### src/rtl/lsr_pkg.sv
package lsr_pkg;
  localparam int DATA_W = 8;

  typedef struct packed {
    logic par;
    logic frm;
    logic brk;
  } rx_tags_t;

  typedef struct packed {
    rx_tags_t          tags;
    logic [DATA_W-1:0] data;
  } rx_entry_t;
endpackage

### src/rtl/lsr_rx_queue.sv
module lsr_rx_queue
  import lsr_pkg::*;
#(
  parameter int DEPTH = 16
) (
  input  logic              clk,
  input  logic              rst_n,
  input  logic              fifo_en,
  input  logic              flush,
  input  logic              in_valid,
  input  rx_entry_t         in_entry,
  input  logic              pop_req,
  output logic [DATA_W-1:0] out_data,
  output logic              nonempty,
  output logic              overrun_evt,
  output logic              head_load,
  output rx_tags_t          head_tags,
  output logic              tag_any
);
  localparam int AW = $clog2(DEPTH);
  localparam int CW = $clog2(DEPTH + 1);

  rx_entry_t         mem [DEPTH];
  logic [AW-1:0]     wr_ptr, rd_ptr, nx_ptr;
  logic [CW-1:0]     count, count_nx, cap, tag_cnt;
  logic              full, push, pop, in_tagged, head_tagged;

  always_comb begin
    cap         = fifo_en ? CW'(DEPTH) : CW'(1);
    full        = count >= cap;
    pop         = pop_req && (count != '0) && !flush;
    push        = in_valid && !flush && (!full || pop);
    overrun_evt = in_valid && !flush && full && !pop;
    count_nx    = flush ? '0 : count + CW'(push) - CW'(pop);
    nx_ptr      = rd_ptr + AW'(1);
    head_load   = !flush && (count_nx != '0) && (pop || count == '0);
    head_tags   = (count == '0 || (pop && count == CW'(1))) ? in_entry.tags
                                                              : mem[nx_ptr].tags;
    in_tagged   = |in_entry.tags;
    head_tagged = |mem[rd_ptr].tags;
  end

  always_ff @(posedge clk) begin
    if (push) mem[wr_ptr] <= in_entry;
  end

  always_ff @(posedge clk or negedge rst_n) begin
    if (!rst_n) begin
      wr_ptr  <= '0;
      rd_ptr  <= '0;
      count   <= '0;
      tag_cnt <= '0;
    end else if (flush) begin
      wr_ptr  <= '0;
      rd_ptr  <= '0;
      count   <= '0;
      tag_cnt <= '0;
    end else begin
      if (push) wr_ptr <= wr_ptr + AW'(1);
      if (pop)  rd_ptr <= nx_ptr;
      count   <= count_nx;
      tag_cnt <= tag_cnt + CW'(push && in_tagged) - CW'(pop && head_tagged);
    end
  end

  assign out_data = mem[rd_ptr].data;
  assign nonempty = count != '0;
  assign tag_any  = tag_cnt != '0;

  initial begin
    assert (DEPTH >= 2 && (DEPTH & (DEPTH - 1)) == 0)
      else $error("DEPTH must be a power of two, at least 2");
  end

  AST_NO_OVERFLOW: assert property (@(posedge clk) disable iff (!rst_n)
    count <= CW'(DEPTH));
  AST_OVERRUN_KEEPS_COUNT: assert property (@(posedge clk) disable iff (!rst_n)
    overrun_evt |=> count == $past(count));
  AST_FLUSH_EMPTIES: assert property (@(posedge clk) disable iff (!rst_n)
    flush |=> count == '0);
  AST_TAGS_WITHIN_COUNT: assert property (@(posedge clk) disable iff (!rst_n)
    tag_cnt <= count);
endmodule

### src/rtl/lsr_err_flags.sv
module lsr_err_flags #(
  parameter int NFLAG = 4
) (
  input  logic             clk,
  input  logic             rst_n,
  input  logic [NFLAG-1:0] set_vec,
  input  logic             clr,
  output logic [NFLAG-1:0] flags
);
  always_ff @(posedge clk or negedge rst_n) begin
    if (!rst_n)   flags <= '0;
    else if (clr) flags <= set_vec;
    else          flags <= flags | set_vec;
  end

  AST_SET_WINS: assert property (@(posedge clk) disable iff (!rst_n)
    (set_vec != '0) |=> ((flags & $past(set_vec)) == $past(set_vec)));
  AST_READ_CLEARS: assert property (@(posedge clk) disable iff (!rst_n)
    (clr && set_vec == '0) |=> flags == '0);
endmodule

### src/rtl/lsr_tx_status.sv
module lsr_tx_status (
  input  logic clk,
  input  logic rst_n,
  input  logic thr_wr,
  input  logic tx_hold_empty,
  output logic thre
);
  logic hold_q;

  always_ff @(posedge clk or negedge rst_n) begin
    if (!rst_n) begin
      hold_q <= 1'b1;
      thre   <= 1'b1;
    end else begin
      hold_q <= tx_hold_empty;
      if (thr_wr)                      thre <= 1'b0;
      else if (tx_hold_empty && !hold_q) thre <= 1'b1;
    end
  end

  AST_WRITE_CLEARS_THRE: assert property (@(posedge clk) disable iff (!rst_n)
    thr_wr |=> !thre);
  AST_THRE_NEEDS_RISE: assert property (@(posedge clk) disable iff (!rst_n)
    $rose(thre) |-> $past(tx_hold_empty));
endmodule

### src/rtl/uart_lsr_tracker.sv
module uart_lsr_tracker
  import lsr_pkg::*;
#(
  parameter int DEPTH = 16
) (
  input  logic              clk,
  input  logic              rst_n,
  input  logic              fifo_en,
  input  logic              rx_valid,
  input  logic [DATA_W-1:0] rx_data,
  input  logic              rx_par_err,
  input  logic              rx_frm_err,
  input  logic              rx_brk,
  input  logic              rd_ready,
  output logic              rd_valid,
  output logic [DATA_W-1:0] rd_data,
  input  logic              lsr_rd,
  input  logic              thr_wr,
  input  logic              fifo_clr,
  input  logic              tx_hold_empty,
  input  logic              tx_shift_empty,
  input  logic              ien_rda,
  input  logic              ien_ls,
  input  logic              ien_thre,
  output logic [7:0]        lsr,
  output logic              irq_rda,
  output logic              irq_ls,
  output logic              irq_thre
);
  logic      mode_q, flush;
  rx_entry_t in_entry;
  logic      nonempty, overrun_evt, head_load, tag_any, thre;
  rx_tags_t  head_tags;
  logic [3:0] err_set, err_flags;

  always_ff @(posedge clk or negedge rst_n) begin
    if (!rst_n) mode_q <= 1'b0;
    else        mode_q <= fifo_en;
  end

  always_comb begin
    flush              = (fifo_clr && fifo_en) || (fifo_en != mode_q);
    in_entry.data      = rx_brk ? '0 : rx_data;
    in_entry.tags.par  = rx_par_err;
    in_entry.tags.frm  = rx_frm_err;
    in_entry.tags.brk  = rx_brk;
    err_set[0]         = overrun_evt;
    err_set[1]         = head_load && head_tags.par;
    err_set[2]         = head_load && head_tags.frm;
    err_set[3]         = head_load && head_tags.brk;
  end

  lsr_rx_queue #(.DEPTH(DEPTH)) u_queue (
    .clk         (clk),
    .rst_n       (rst_n),
    .fifo_en     (fifo_en),
    .flush       (flush),
    .in_valid    (rx_valid),
    .in_entry    (in_entry),
    .pop_req     (rd_ready),
    .out_data    (rd_data),
    .nonempty    (nonempty),
    .overrun_evt (overrun_evt),
    .head_load   (head_load),
    .head_tags   (head_tags),
    .tag_any     (tag_any)
  );

  lsr_err_flags #(.NFLAG(4)) u_flags (
    .clk     (clk),
    .rst_n   (rst_n),
    .set_vec (err_set),
    .clr     (lsr_rd),
    .flags   (err_flags)
  );

  lsr_tx_status u_tx (
    .clk           (clk),
    .rst_n         (rst_n),
    .thr_wr        (thr_wr),
    .tx_hold_empty (tx_hold_empty),
    .thre          (thre)
  );

  always_comb begin
    lsr[0]   = nonempty;
    lsr[4:1] = err_flags;
    lsr[5]   = thre;
    lsr[6]   = thre && tx_shift_empty;
    lsr[7]   = fifo_en && tag_any;
    rd_valid = nonempty;
    irq_rda  = ien_rda && lsr[0];
    irq_ls   = ien_ls && (|lsr[4:1]);
    irq_thre = ien_thre && lsr[5];
  end

  AST_BREAK_STORES_ZERO: assert property (@(posedge clk) disable iff (!rst_n)
    (rx_valid && rx_brk && !nonempty && !flush) |=> rd_data == '0);
  AST_NONFIFO_NO_SUMMARY: assert property (@(posedge clk) disable iff (!rst_n)
    !fifo_en |-> !lsr[7]);
endmodule

### config.mk
export PLATFORM = sky130hd
export DESIGN_NAME = uart_lsr_tracker
export DESIGN_NICKNAME = d
export VERILOG_FILES = /design/src/rtl/lsr_pkg.sv /design/src/rtl/lsr_rx_queue.sv /design/src/rtl/lsr_err_flags.sv /design/src/rtl/lsr_tx_status.sv /design/src/rtl/uart_lsr_tracker.sv
export SDC_FILE = /design/constraint.sdc
export NUM_CORES = 1
export LEC_CHECK = 0
export BUFFER_PORTS_ARGS = -buffer_cell sky130_fd_sc_hd__buf_2
export CAP_MARGIN = 10
export CORE_UTILIZATION = 45
export CTS_CLUSTER_SIZE = 14
export DETAILED_ROUTE_END_ITERATION = 10
export PLACE_DENSITY = 0.63
export SYNTH_ARGS = -nofsm -noshare
export SYNTH_HDL_FRONTEND = slang
export SYNTH_SLANG_ARGS = --single-unit
### constraint.sdc
create_clock -name clk -period 8 [get_ports clk]
set_input_delay 0.8 -clock clk [delete_from_list [all_inputs] [get_ports clk]]
set_output_delay 0.8 -clock clk [all_outputs]
set_load 0.05 [all_outputs]
==> impl_metrics.json <==
{
  "fillCellCount": 1487,
  "cell_area_after_synthesis_sq_um": 8640,
  "detail_route.wl_per_cell_um": 22.23,
  "synthToLayoutAreaGrowth_pct": 12.90,
  "die_width_um": 140.6,
  "gr-usage-met1": 0.2477,
  "startpoint_type": "flip-flop",
  "seq_area_frac_synth": 0.6844,
  "yosysUniqueCellTypes": 47,
  "cts-root-to-sink-buffers": 3,
  "relSlewSlack": 0.3164,
  "initialDrtViolationCount": 295,
  "min-delay-path-class": "in -> async",
  "timing.rr.start": "u_queue.rd_ptr[0]$_DFFE_PN0P_",
  "final_routed_drc_violation_total": 0,
  "cp_cell_sequence": "buf_4 -> mux4_2 -> a21oi_1 -> nor3_1 -> ha_1 -> inv_1 -> ha_1 -> fa_1 -> a21oi_1 -> nor2_1 -> or3_1 -> a21oi_1",
  "timing.fmax_ghz": 0.2463,
  "dr_total_vias": 4422,
  "post-route-util": 0.5197,
  "track_usage": 0.1850,
  "synth_nets": 526,
  "root_buffer": "sky130_fd_sc_hd__clkbuf_16",
  "cpMaxStageDelayCell": "sky130_fd_sc_hd__dfrtp_2",
  "antenna_violating_nets_post_route": 0,
  "number_of_core_rows": 50,
  "max-cap-violations": 0,
  "tritoncts": "yes",
  "final_layout_size_suffix_gt1_frac": 0.2495,
  "grt_pass1_wl_mm": 27.01,
  "setup_total_negative_slack_ps": 0,
  "clock-sinks": 201,
  "hold_violations": 0,
  "clkSlewWorstSetupHoldPaths_ps": 60,
  "port-buffer-count": 43,
  "post_cts_hold_buffer_count": 0,
  "worstPathMaxFanout": 31,
  "timing.critical_path.arrival_ps": 4470,
  "antennaDiodeCount": 0,
  "synthesized_instance_count": 479,
  "finalNetCount": 576,
  "ir_worst_vdd_uv": 122.6,
  "met2_usage": 0.3137,
  "dieArea_sq_um": 19760,
  "die_y_um": 140.6,
  "core_sq_um": 18770,
  "post-dp-hpwl_mm": 10.66,
  "layout_commonest_cell": "sky130_fd_sc_hd__edfxtp_1",
  "power_leakage_nw": 3.363,
  "worst-setup-path-type": "reg -> reg",
  "drt-total-wl_mm": 17.32,
  "grt_pass1_vias": 4650,
  "top_usage_layer": "met2",
  "top_level_ports": 44,
  "postCtsSetupBuffers": 0,
  "final_weighted_congestion_in_routability_driven_placement": 0.7993,
  "post_cts_resize_count": 0,
  "synthesis.yosys.warnings": 0,
  "worst_setup_end_kind": "flip-flop",
  "grt_max_degree": 38,
  "drt-pass1-iter-count": 5,
  "final.setup_skew_ps": 20.06,
  "use_met3": 0.02940,
  "vias_per_cell": 5.677,
  "unrepaired_setup_endpoints_after_global_routing": "false",
  "insertion_delay_ps": 510,
  "final-max-slew-violation-count": 0,
  "status": "finished, final reports clean",
  "slowest_delay_ps": 840,
  "powerDensity_nw_per_um2": 280.6,
  "timing.critical_path.from": "u_queue.rd_ptr[0]$_DFFE_PN0P_",
  "worst-endpoint-required_ps": 8410,
  "grt-ovfl-total": 0,
  "final-setup-viol-count": 0,
  "cts_max_level": 1,
  "postSynthAreaPerCell_sq_um": 18.04,
  "tritoncts.num_buffers": 22,
  "starting_utilization_of_the_core_area": 0.4603,
  "layout.cells.most_common_list": "176 x sky130_fd_sc_hd__edfxtp_1, 49 x sky130_fd_sc_hd__mux4_2, 43 x sky130_fd_sc_hd__buf_2",
  "worst-slew-pin-transition_ps": 1023,
  "number_of_antenna_violations_at_the_first_check_in_global_routing": 0,
  "critical_path.most_common_cell": "sky130_fd_sc_hd__a21oi_1",
  "finalCritPeriodShare": 0.5075,
  "finalWorstPathRequiredPeriod_ps": 4060,
  "ys_ff_latch": 201
}
-- through the flow --
| stage | hold slack, ps | area, sq um | instances | setup WS (ps) | total power, mW |
|---|---|---|---|---|---|
| finish | 308.9 | 9754 | 779 | 3940 | 2.737 |
| global route | 350.7 | 9754 | 779 | 3615 | 2.845 |
| CTS | 325.7 | 9754 | 779 | 3865 | 2.764 |
| detailed placement | 521.7 | 9055 | 739 | 3874 | 1.791 |
| global placement | 515.7 | 9055 | 739 | 3901 | 1.779 |
| floorplan | 502.2 | 8640 | 479 | 4456 | 1.680 |
-- final cells by class --
cell class                 count  area (sq um)  share of cell area
clock buffer                  27         569.3             0.05836
clock inverter                13         130.1             0.01334
tap                          234         292.8             0.03002
timing repair buffer          46         237.7             0.02437
inverter                      23         86.33            0.008851
sequential                   201          5914              0.6063
multi-input combinational    235          2524              0.2587
-- cells in the mapped netlist (all sizes together) --
library cell / count / area (sq um)
a211oi: 7 / 52.55
a21o: 1 / 7.510
a21oi: 20 / 100.1
a221o: 2 / 20.02
a311oi: 1 / 8.760
a31oi: 2 / 12.51
a41oi: 1 / 8.760
and2: 13 / 81.33
and3: 10 / 67.56
and3b: 1 / 8.760
buf: 13 / 90.09
clkbuf: 7 / 26.28
dfrtp: 23 / 575.6
dfstp: 2 / 52.55
edfxtp: 176 / 5285
fa: 2 / 40.04
ha: 21 / 262.8
inv: 23 / 86.33
mux2i: 4 / 40.04
mux4: 53 / 1209
nand2: 7 / 26.28
nand2b: 1 / 6.260
nand3: 5 / 30.03
nand3b: 2 / 15.01
nor2: 20 / 75.07
nor2b: 15 / 93.84
nor3: 11 / 55.05
nor4: 8 / 50.05
o21a: 1 / 7.510
o21ai: 4 / 31.28
o21bai: 2 / 15.01
o22ai: 2 / 26.28
o31ai: 1 / 7.510
o41a: 1 / 11.26
or3: 2 / 12.51
or3b: 1 / 11.26
xnor2: 7 / 68.82
xor2: 7 / 61.31
-- kinds of logic after synthesis --
logic type,Yosys count,share of synthesized area
AOI/OAI and AO/OA,45,0.03577
xor gates and xnor gates,14,0.01506
adders and majority gates,23,0.03505
buffers and inverters,43,0.02346
DFF,201,0.6844
muxes,57,0.1445
and+or+nand+nor,96,0.06169
-- registers in the layout (all words and copies together) (netlist names) --
register,flops
mode_q,1
u_flags.flags,4
u_queue.count,5
u_queue.mem,176
u_queue.rd_ptr,4
u_queue.tag_cnt,5
u_queue.wr_ptr,4
u_tx.hold_q,1
u_tx.thre,1
-- worst paths after layout --
path	endpoint	slack, ps	cells after the start
setup reg to reg	u_queue.tag_cnt[4]$_DFF_PN0_	3940	12
min in group clk	u_tx.hold_q$_DFF_PN1_	420	1
setup / recovery	u_queue.tag_cnt[4]$_DFF_PN0_	3940	12
hold / removal	u_flags.flags[2]$_DFF_PN0_	310	1
hold reg to reg	u_tx.thre$_DFFE_PN1P_	530	2
max in group asynchronous	u_queue.rd_ptr[0]$_DFFE_PN0P_	7260	1
-- layer usage --
layer | part of all wire | vias up
li1 | - | 1998
met1 | 0.43 | 2277
met2 | 0.50 | 111
met3 | 0.044 | 36
met4 | 0.022 | 0
met5 | 0 | -
-- report_power, final --
part	switching, mW	internal, mW	total, mW
Clock	0.401	0.573	0.974
Sequential	0.0356	1.17	1.21
Combinational	0.331	0.224	0.554
-- critical path, delay by kind of cell, from the launching register on --
kind            cells  cell delay [ps]
mux                 1              560
buf+inv             2              590
fa+ha+maj           3              960
flops               1              840
compound gates      3              520
simple gates        3              480
No activity file was read; power rests on OpenSTA's default activity.
